--- src/rtl/uaa_pkg.sv ---
package uaa_pkg;
  localparam int NCH    = 2;
  localparam int ADDR_W = 3;
  localparam int WORD_W = 32;
  localparam int GO_BIT  = 31;
  localparam int WR_BIT  = 30;
  localparam int ACK_BIT = 29;

  localparam logic [ADDR_W-1:0] A_CH0  = 3'd0;
  localparam logic [ADDR_W-1:0] A_CH1  = 3'd1;
  localparam logic [ADDR_W-1:0] A_RAW  = 3'd2;
  localparam logic [ADDR_W-1:0] A_MSK  = 3'd3;
  localparam logic [ADDR_W-1:0] A_MSET = 3'd4;
  localparam logic [ADDR_W-1:0] A_MCLR = 3'd5;

  typedef enum logic {ARB_IDLE, ARB_BUSY} arb_state_t;
endpackage

--- src/rtl/uaa_chan.sv ---
module uaa_chan #(
  parameter int PHY_W  = 5,
  parameter int REG_W  = 5,
  parameter int DATA_W = 16
) (
  input  logic              clk,
  input  logic              rst,
  input  logic              load_en,
  input  logic              load_go,
  input  logic              load_write,
  input  logic [PHY_W-1:0]  load_phy,
  input  logic [REG_W-1:0]  load_reg,
  input  logic [DATA_W-1:0] load_data,
  input  logic              fin,
  input  logic              rsp_ack,
  input  logic [DATA_W-1:0] rsp_data,
  output logic              go,
  output logic              write,
  output logic              ack,
  output logic [PHY_W-1:0]  phy,
  output logic [REG_W-1:0]  regad,
  output logic [DATA_W-1:0] data
);
  // Fields are frozen while go is set; only completion touches them then.
  always_ff @(posedge clk) begin
    if (rst) begin
      go    <= 1'b0;
      write <= 1'b0;
      ack   <= 1'b0;
      phy   <= '0;
      regad <= '0;
      data  <= '0;
    end else if (fin) begin
      go <= 1'b0;
      if (!write) begin
        data <= rsp_data;
        ack  <= rsp_ack;
      end
    end else if (load_en && !go) begin
      go    <= load_go;
      write <= load_write;
      ack   <= 1'b0;
      phy   <= load_phy;
      regad <= load_reg;
      data  <= load_data;
    end
  end
endmodule

--- src/rtl/uaa_arb.sv ---
module uaa_arb
  import uaa_pkg::*;
(
  input  logic           clk,
  input  logic           rst,
  input  logic [NCH-1:0] pend,
  input  logic           eng_ready,
  input  logic           eng_done,
  output logic           busy,
  output logic           launch,
  output logic           pick,
  output logic [NCH-1:0] fin
);
  arb_state_t st;
  logic       ptr;
  logic       cur;

  always_comb begin
    pick   = (pend[0] && pend[1]) ? ptr : pend[1];
    launch = (st == ARB_IDLE) && (|pend) && eng_ready;
  end

  assign busy = (st == ARB_BUSY);

  for (genvar i = 0; i < NCH; i++) begin : g_fin
    assign fin[i] = busy && eng_done && (cur == 1'(i));
  end

  always_ff @(posedge clk) begin
    if (rst) begin
      st  <= ARB_IDLE;
      ptr <= 1'b0;
      cur <= 1'b0;
    end else begin
      case (st)
        ARB_IDLE: if (launch) begin
          st  <= ARB_BUSY;
          cur <= pick;
          ptr <= ~pick;
        end
        ARB_BUSY: if (eng_done) st <= ARB_IDLE;
        default:  st <= ARB_IDLE;
      endcase
    end
  end
endmodule

--- src/rtl/uaa_irq.sv ---
module uaa_irq
  import uaa_pkg::*;
(
  input  logic           clk,
  input  logic           rst,
  input  logic [NCH-1:0] fin,
  input  logic [NCH-1:0] raw_clr,
  input  logic [NCH-1:0] mask_set,
  input  logic [NCH-1:0] mask_clr,
  output logic [NCH-1:0] raw,
  output logic [NCH-1:0] mask,
  output logic           irq
);
  always_ff @(posedge clk) begin
    if (rst) begin
      raw  <= '0;
      mask <= '0;
      irq  <= 1'b0;
    end else begin
      raw  <= (raw & ~raw_clr) | fin;
      mask <= (mask | mask_set) & ~mask_clr;
      irq  <= |(raw & mask);
    end
  end
endmodule

--- src/rtl/uaa_user_access.sv ---
module uaa_user_access
  import uaa_pkg::*;
#(
  parameter int PHY_W  = 5,
  parameter int REG_W  = 5,
  parameter int DATA_W = 16
) (
  input  logic              clk,
  input  logic              rst,
  input  logic              reg_wr_en,
  input  logic              reg_rd_en,
  input  logic [ADDR_W-1:0] reg_addr,
  input  logic [WORD_W-1:0] reg_wdata,
  output logic [WORD_W-1:0] reg_rdata,
  input  logic              eng_ready,
  output logic              eng_req,
  output logic              eng_write,
  output logic [PHY_W-1:0]  eng_phy,
  output logic [REG_W-1:0]  eng_regad,
  output logic [DATA_W-1:0] eng_wdata,
  input  logic              eng_done,
  input  logic              eng_ack,
  input  logic [DATA_W-1:0] eng_rdata,
  output logic              poll_pause,
  output logic              irq
);
  localparam int REG_LSB = DATA_W;
  localparam int PHY_LSB = DATA_W + REG_W;
  localparam int FIELD_W = PHY_W + REG_W + DATA_W;

  logic [NCH-1:0]    ch_go, ch_wr, ch_ack, ch_hit;
  logic [PHY_W-1:0]  ch_phy  [NCH];
  logic [REG_W-1:0]  ch_reg  [NCH];
  logic [DATA_W-1:0] ch_data [NCH];
  logic [WORD_W-1:0] ch_word [NCH];
  logic [NCH-1:0]    fin, raw, mask, raw_clr, mask_set, mask_clr;
  logic              busy, launch, pick;
  logic [WORD_W-1:0] rd_word;
  logic              unused_wbits;

  assign unused_wbits = ^reg_wdata[ACK_BIT:FIELD_W];

  function automatic logic [WORD_W-1:0] pack_word(
    input logic go, input logic wr, input logic ak,
    input logic [PHY_W-1:0] p, input logic [REG_W-1:0] r,
    input logic [DATA_W-1:0] d);
    logic [WORD_W-1:0] w;
    w = '0;
    w[GO_BIT]  = go;
    w[WR_BIT]  = wr;
    w[ACK_BIT] = ak;
    w[PHY_LSB +: PHY_W] = p;
    w[REG_LSB +: REG_W] = r;
    w[DATA_W-1:0] = d;
    return w;
  endfunction

  for (genvar i = 0; i < NCH; i++) begin : g_ch
    assign ch_hit[i] = reg_wr_en && (reg_addr == ADDR_W'(i));

    uaa_chan #(.PHY_W(PHY_W), .REG_W(REG_W), .DATA_W(DATA_W)) u_ch (
      .clk        (clk),
      .rst        (rst),
      .load_en    (ch_hit[i]),
      .load_go    (reg_wdata[GO_BIT]),
      .load_write (reg_wdata[WR_BIT]),
      .load_phy   (reg_wdata[PHY_LSB +: PHY_W]),
      .load_reg   (reg_wdata[REG_LSB +: REG_W]),
      .load_data  (reg_wdata[DATA_W-1:0]),
      .fin        (fin[i]),
      .rsp_ack    (eng_ack),
      .rsp_data   (eng_rdata),
      .go         (ch_go[i]),
      .write      (ch_wr[i]),
      .ack        (ch_ack[i]),
      .phy        (ch_phy[i]),
      .regad      (ch_reg[i]),
      .data       (ch_data[i])
    );

    assign ch_word[i] = pack_word(ch_go[i], ch_wr[i], ch_ack[i],
                                  ch_phy[i], ch_reg[i], ch_data[i]);
  end

  uaa_arb u_arb (
    .clk       (clk),
    .rst       (rst),
    .pend      (ch_go),
    .eng_ready (eng_ready),
    .eng_done  (eng_done),
    .busy      (busy),
    .launch    (launch),
    .pick      (pick),
    .fin       (fin)
  );

  always_comb begin
    raw_clr  = (reg_wr_en && reg_addr == A_RAW)  ? reg_wdata[NCH-1:0] : '0;
    mask_set = (reg_wr_en && reg_addr == A_MSET) ? reg_wdata[NCH-1:0] : '0;
    mask_clr = (reg_wr_en && reg_addr == A_MCLR) ? reg_wdata[NCH-1:0] : '0;
  end

  uaa_irq u_irq (
    .clk      (clk),
    .rst      (rst),
    .fin      (fin),
    .raw_clr  (raw_clr),
    .mask_set (mask_set),
    .mask_clr (mask_clr),
    .raw      (raw),
    .mask     (mask),
    .irq      (irq)
  );

  assign eng_req    = busy;
  assign poll_pause = |ch_go;

  // Engine fields are captured once at launch and held for the whole frame.
  always_ff @(posedge clk) begin
    if (rst) begin
      eng_write <= 1'b0;
      eng_phy   <= '0;
      eng_regad <= '0;
      eng_wdata <= '0;
    end else if (launch) begin
      eng_write <= ch_wr[pick];
      eng_phy   <= ch_phy[pick];
      eng_regad <= ch_reg[pick];
      eng_wdata <= ch_data[pick];
    end
  end

  always_comb begin
    rd_word = '0;
    case (reg_addr)
      A_CH0:  rd_word = ch_word[0];
      A_CH1:  rd_word = ch_word[1];
      A_RAW:  rd_word[NCH-1:0] = raw;
      A_MSK:  rd_word[NCH-1:0] = raw & mask;
      A_MSET: rd_word[NCH-1:0] = mask;
      A_MCLR: rd_word[NCH-1:0] = mask;
      default: rd_word = '0;
    endcase
  end

  always_ff @(posedge clk) begin
    if (rst)            reg_rdata <= '0;
    else if (reg_rd_en) reg_rdata <= rd_word;
  end
endmodule

--- config.mk ---
export PLATFORM = sky130hd
export DESIGN_NAME = uaa_user_access
export DESIGN_NICKNAME = d
export VERILOG_FILES = /design/src/rtl/uaa_pkg.sv /design/src/rtl/uaa_chan.sv /design/src/rtl/uaa_arb.sv /design/src/rtl/uaa_irq.sv /design/src/rtl/uaa_user_access.sv
export SDC_FILE = /design/constraint.sdc
export NUM_CORES = 1
export LEC_CHECK = 0
export ABC_AREA = 1
export BUFFER_PORTS_ARGS = -buffer_cell sky130_fd_sc_hd__buf_2
export CAP_MARGIN = 20
export CORE_ASPECT_RATIO = 0.7
export CORE_MARGIN = 4
export CORE_UTILIZATION = 59
export DETAILED_ROUTE_END_ITERATION = 16
export GPL_ROUTABILITY_DRIVEN = 0
export PLACE_DENSITY = 0.85
export SLEW_MARGIN = 20
export SYNTH_ARGS = -nofsm -noshare
export SYNTH_HDL_FRONTEND = slang
export SYNTH_SLANG_ARGS = --single-unit
--- constraint.sdc ---
create_clock -name clk -period 3.27 [get_ports clk]
set_input_delay 0.1635 -clock clk [delete_from_list [all_inputs] [get_ports clk]]
set_output_delay 0.1635 -clock clk [all_outputs]
set_load 0.02 [all_outputs]
Yosys cells after proc, flatten, opt, wreduce, memory -nomap -nowiden. Cells that the tools add are included.

Order comparisons: 2. Equal/unequal tests: 7. Muxes and demuxes: 32. Bitwise logic cells: 13. Reduce and logical (&&, ||, !) cells: 28.

Operators by type and width (count): 2-to-1 mux 16 bit (9); one-hot mux 30 bit (2 select lines) (1); 2-to-1 mux 5 bit (6); logical AND 1 bit (13); 2-to-1 mux 1 bit (11); one-hot mux 2 bit (5 select lines) (1); AND reduction 2 bit (5); OR reduction 2 bit (5); bitwise AND 2 bit (3); equality test 3 x 2 -> 1 bit (second input constant) (2); equality test 3 bit (second input constant) (2); 2-to-1 mux 2 bit (3); inverter 1 bit (5); != test 2 bit (second input constant) (2); inverter 2 bit (2); bitwise OR 2 bit (2); nonzero test 2 bit (2); equality test 3 x 1 -> 1 bit (second input constant) (1); zero test 3 bit (1); greater-or-equal comparator 2 bit (second input constant) (1); zero test 1 bit (2); less-than comparator 1 x 2 -> 1 bit (second input constant) (1); inverter 1 -> 2 bit (1); one-hot mux 1 bit (2 select lines) (1).

Flip-flop bits (word level): 125. Bits of input ports: 58. Logic and storage cells: 105.

Logic depth before layout (Yosys ltp).
Word-level depth: 6. Depth in mapped cells: 9. Gate-level depth less buffers: 7.

Cells and area by module. From an unflattened synthesis, not the netlist that was laid out.

Cell total of the unflattened synthesis: 867. Area total of the unflattened synthesis: 6040.8 sq um.

By module, submodules not included: uaa_chan (instances 2, cells each 217, area an instance 1486.4 sq um, seq. area each 580.6 sq um); uaa_user_access (instances 1, cells each 386, area an instance 2715.1 sq um, seq. area each 1121.1 sq um); uaa_arb (instances 1, cells each 27, area an instance 180.2 sq um, seq. area each 60.1 sq um); uaa_irq (instances 1, cells each 20, area an instance 172.7 sq um, seq. area each 100.1 sq um).

Worst setup path after synthesis. OpenSTA, ideal clock, no wires.

Path kind: register to register. Start point: register u_arb.st (netlist: u_arb.busy). End point: register g_ch[1].u_ch.data[10]. Setup time: 0.115 ns. Arrival time: 1.289 ns. Required time: 3.155 ns. Setup slack: 1.866 ns. Stages on the path, launching flop included: 7. Buffers on the path: 1. Clock period less this slack: 1.404 ns. Path through: dfxtp_1 -> nand3_2 -> inv_2 -> nand2_2 -> buf_2 -> a21oi_1 -> nor2_1.

Longest elaborated chain between the ends: 4. Elaborated cells on any way between the ends: 6.

RTL lines: from (decl) (RTL line uaa_arb.sv:14) `arb_state_t st;`; from (signal assigned) (RTL line uaa_arb.sv:31) `st <= ARB_IDLE;`; from (signal assigned) (RTL line uaa_arb.sv:37) `st <= ARB_BUSY;`; from (signal assigned) (RTL line uaa_arb.sv:41) `ARB_BUSY: if (eng_done) st <= ARB_IDLE;`; logical AND 1 bit * (2 in a row) (RTL line uaa_arb.sv:26) `assign fin[i] = busy && eng_done && (cur == 1'(i));`; != test 2 bit (no line) or nonzero test 2 bit (tied branches); AND reduction 2 bit (no line); to (signal assigned) (RTL line uaa_chan.sv:36) `data <= rsp_data;`; to (signal assigned) (RTL line uaa_chan.sv:45) `data <= load_data;`; to (decl) (RTL line uaa_chan.sv:22) `output logic [DATA_W-1:0] data`.

Every way passes the cells marked *; elsewhere a longest branch is shown, timed or not. A chain may end at the register's enable or synchronous reset.

Worst setup path after layout.
Start point: register g_ch[1].u_ch.go. End point: register eng_phy[0].

Longest elaborated chain between the ends: 6. Elaborated cells on any way between the ends: 9.

RTL lines: from (decl) (RTL line uaa_chan.sv:17) `output logic go,`; from (signal assigned) (RTL line uaa_chan.sv:40) `go <= load_go;`; logical AND 1 bit (RTL line uaa_arb.sv:19) `pick = (pend[0] && pend[1]) ? ptr : pend[1];`; 2-to-1 mux 1 bit (RTL line uaa_arb.sv:19); inverter 1 -> 2 bit (not written as such) (RTL line uaa_user_access.sv:127) `eng_phy <= ch_phy[pick];`; 2-to-1 mux 5 bit (not written as such) (3 in a row) (RTL line uaa_user_access.sv:127); to (signal assigned) (RTL line uaa_user_access.sv:127); to (decl) (RTL line uaa_user_access.sv:18) `output logic [PHY_W-1:0] eng_phy,`.

Several ways; a longest one is shown, not always the timed one. The select of a mux whose other input is x is not followed.

==> results.md <==
- Num CTS Buffers: 17
- RR Endpoint: eng_phy[0]
- Worst Hold Class: primary input to flop
- NetSw: about 950 µW
- Clock power share: 0.516
- Complex-gate fraction of the synthesized area: 0.1987
- Cell variety after synth: 33
- Total track usage: 0.2689
- Clk_lat worst skew: around 420 ps
- Status: finished clean
- Max Slew Vio Count: 0
- Finish-stage setup viols: 0
- Initial antenna violation count: 0
- Max Fanout on Critical Path: 38
- DR WL/cell: 14.52 µm
- Crit. End Element: flop
- Starting density of the core: 0.6032
- Grt ovf: 0
- Power consumption: around 4 mW
- Via density: between 5 and 6
- CTS tree: built
- Core Area: a little under 10000 µm²
- WP data required: between 3000 and 4000 ps
- Max Clk Rate: approximately 0.51 GHz
- Crit share post-route: 0.5941
- I/O Pins: 120
- Combinational power share: 0.086
- Postcts setup bufs: 0
- Final net count: 984
- Reg-to-Reg Start: g_ch[1].u_ch.go
- Hold wc startpoint: reg_wdata[18]
- Placed instance area: approximately 6300 µm²
- Register area share after synthesis: 0.4197
- Simple-gate area share of the yosys netlist: 0.2589
- DRT antenna net count: 0
- Synth Instances: between 800 and 900
- Die Wd: around 130 µm
- DRC: 0
- Max Buffers Root-to-Sink: 2
- Clk pin slew, worst setup/hold paths: around 60 ps
- CTS Hold Bufs: 6
- Routed WL: 15.49 mm
- Ant. Diodes: 0
- Critical path launch point type: flop
- YS warnings: 0
- Area delta synth->final: 19.69%
- Post-CTS sizing: 0
- Worst EP arrival: 2250 ps
- Crit path kind: flop to flop
- Pre-CTS setup slack: ~1400 ps
- Final instance area: approximately 7000 µm²
- Non-Filler Instances: between 1000 and 1500
- Main combinational cell family by area after synthesis: simple AND/OR/NAND/NOR gates
- Initial drt markers: 580
- Mux share of post-synthesis cell area: 0
- Yosys reg bits: ~120
- Fraction of layout instances using a drive strength above 1: 0.1896
- # clock sinks: 122
- Rel. slew slack: 0.3478
- DR pass1 iterations: 5
- R2R setup slack: 1330 ps
- Via total after detailed routing: approximately 5700
- Setup TNS: 0 ps
- Placed cells: 1029
- Largest net degree at the start of global routing: between 100 and 150
- Die height: a little over 90 µm
- H-tree depth: 4
- Post-synthesis adder-cell area fraction: 0
- Final Hold Fails: 0
- First-pass GRT wire length: around 25 mm
- Die ar.: between 10000 and 15000 µm²
- Endpoint, Worst Hold: g_ch[0].u_ch.regad[2]
- Internal: 3.014 mW
- PnR worst setup slack: 1327 ps
- Worst Reg-to-Reg Cells: 8
- Synth Area in XOR/XNOR: 0
- Lkg Pwr: around 3.4 nW
- Layout Skew: 7.251 ps
- Sw frac: 0.2395
- # rows: 30
- Max VDD drop: just over 0.4 mV
- P per Cell Area: roughly 570 nW/µm²
- Crit path time final: slightly below 2000 ps
- IO Port Bufs: around 110
- Mapped Area: 5819 µm²
- Vias in the first global route: around 5200
- Hold depth: 3
- Max_cap viols: 0
- Slew @ Worst Pin: a little under 1000 ps
- RSZ-0062 raised after global routing: no
- Root Buffer: clkbuf_16
- Synth Area per Inst: roughly 7 µm²
- Sequential share of power: 0.398
- Post-DP HPWL: 9.218 mm
registers in the layout, summed over array words and instances (netlist names):
| name | cells |
|---|---|
| u_irq.raw | 2 |
| g_ch.u_ch.go | 2 |
| g_ch.u_ch.regad | 10 |
| eng_phy | 5 |
| g_ch.u_ch.ack | 2 |
| eng_regad | 5 |
| g_ch.u_ch.phy | 10 |
| g_ch.u_ch.write | 2 |
| eng_write | 1 |
| u_irq.irq | 1 |
| u_arb.cur | 1 |
| u_arb.ptr | 1 |
| u_arb.busy | 1 |
| eng_wdata | 16 |
| u_irq.mask | 2 |
| g_ch.u_ch.data | 32 |
| reg_rdata | 29 |
per-stage QoR:
| step | hold WS [ps] | util |
|---|---|---|
| after floorplan | 271.6 | - |
| after global placement | 400.2 | 0.6486 |
| after detailed placement | 408.2 | 0.6486 |
| after CTS | 0.8186 | 0.7220 |
| after global routing | 12.74 | 0.7220 |
| final | 7.984 | 0.7220 |
cell usage in the layout, fill, tap and decap left out, types with 2 or more instances in the layout:
cell type,instances
a21oi_1,40
a31oi_1,28
buf_2,112
buf_4,3
bufinv_16,5
clkbuf_16,17
clkinv_2,3
clkinv_4,3
clkinvlp_4,3
conb_1,3
dfxtp_1,122
dlygate4sd3_1,6
inv_1,85
inv_2,13
nand2_1,183
nand2_2,2
nand3_1,50
nand3_2,3
nor2_1,104
nor2_4,2
nor2_8,2
o21a_1,27
o21ai_0,99
o21ai_1,10
synthesized netlist by cell type:
library cell,n,share of area
a21oi_1,40,0.034
nand2_4,1,0.0019
o21ai_0,99,0.085
o21ai_1,10,0.0086
nor2_4,2,0.0039
nand2_2,2,0.0021
nand3_1,50,0.043
conb_1,1,0.00064
o21a_1,27,0.035
buf_6,11,0.021
buf_1,2,0.0013
inv_4,1,0.0011
nand2_1,183,0.12
inv_2,13,0.0084
clkbuf_1,23,0.015
nand4_1,1,0.0011
nor2_8,2,0.0069
nand2_8,1,0.0034
nor2_2,1,0.0011
and3_1,1,0.0011
or2_2,1,0.0011
nand3_4,1,0.0030
a21oi_2,1,0.0015
nand3_2,3,0.0052
dfxtp_1,122,0.42
buf_2,11,0.0095
clkinv_1,1,0.00064
o211ai_1,1,0.0013
nor2_1,104,0.067
a31oi_1,28,0.030
buf_4,8,0.010
o21ai_4,1,0.0028
inv_1,85,0.055
worst max-delay path, stage by stage, from the launching register on:
cell     delay (ps)
dfxtp_1         420
inv_2            60
nand2_1         100
nand3_2          60
buf_4           220
inv_2           590
nand3_1         190
nand2_1         120
inv_1            50
area by class of cell:
type / count / area [µm²]
Tap cell: 128 / 160.2
Multi-Input combinational cell: 563 / 2674
Sequential cell: 122 / 2442
Fill cell: 785 / 2681
Clock buffer: 17 / 425.4
Inverter: 100 / 377.9
Clock inverter: 15 / 222.7
Timing Repair Buffer: 122 / 663.1
power groups by stage:
stage / registers (mW) / logic [mW] / clock network, mW
floorplan: 1.64 / 0.192 / 0
global placement: 1.61 / 0.323 / 0
detailed placement: 1.61 / 0.328 / 0
CTS: 1.58 / 0.338 / 2.05
global route: 1.58 / 0.377 / 2.13
finish: 1.58 / 0.340 / 2.04
per-layer routing:
metal / track usage / wire length (µm)
met1: 0.3603 / 6960
met2: 0.4331 / 7029
met3: 0.06232 / 1375
met4: 0.08036 / 126
met5: 0 / 0
kinds of logic after synthesis:
group / count (synthesis)
buffers and inverters: 155
other: 1
AOI/OAI and AO/OA: 207
DFF: 122
and+or+nand+nor: 353
worst max path at each step:
stage | to | slack [ps] | from | cells past startpoint
6_report | eng_phy[0] | 1330 | g_ch[1].u_ch.go | 8
5_1_grt | eng_phy[0] | 1200 | g_ch[1].u_ch.go | 8
4_1_cts | eng_regad[3] | 1360 | g_ch[1].u_ch.go | 8
3_5_place_dp | eng_regad[4] | 1420 | g_ch[1].u_ch.go | 8
3_3_place_gp | eng_phy[2] | 1440 | g_ch[1].u_ch.go | 8
2_1_floorplan | g_ch[1].u_ch.data[10] | 1870 | u_arb.busy | 6
(Power assumes the default switching activity.)
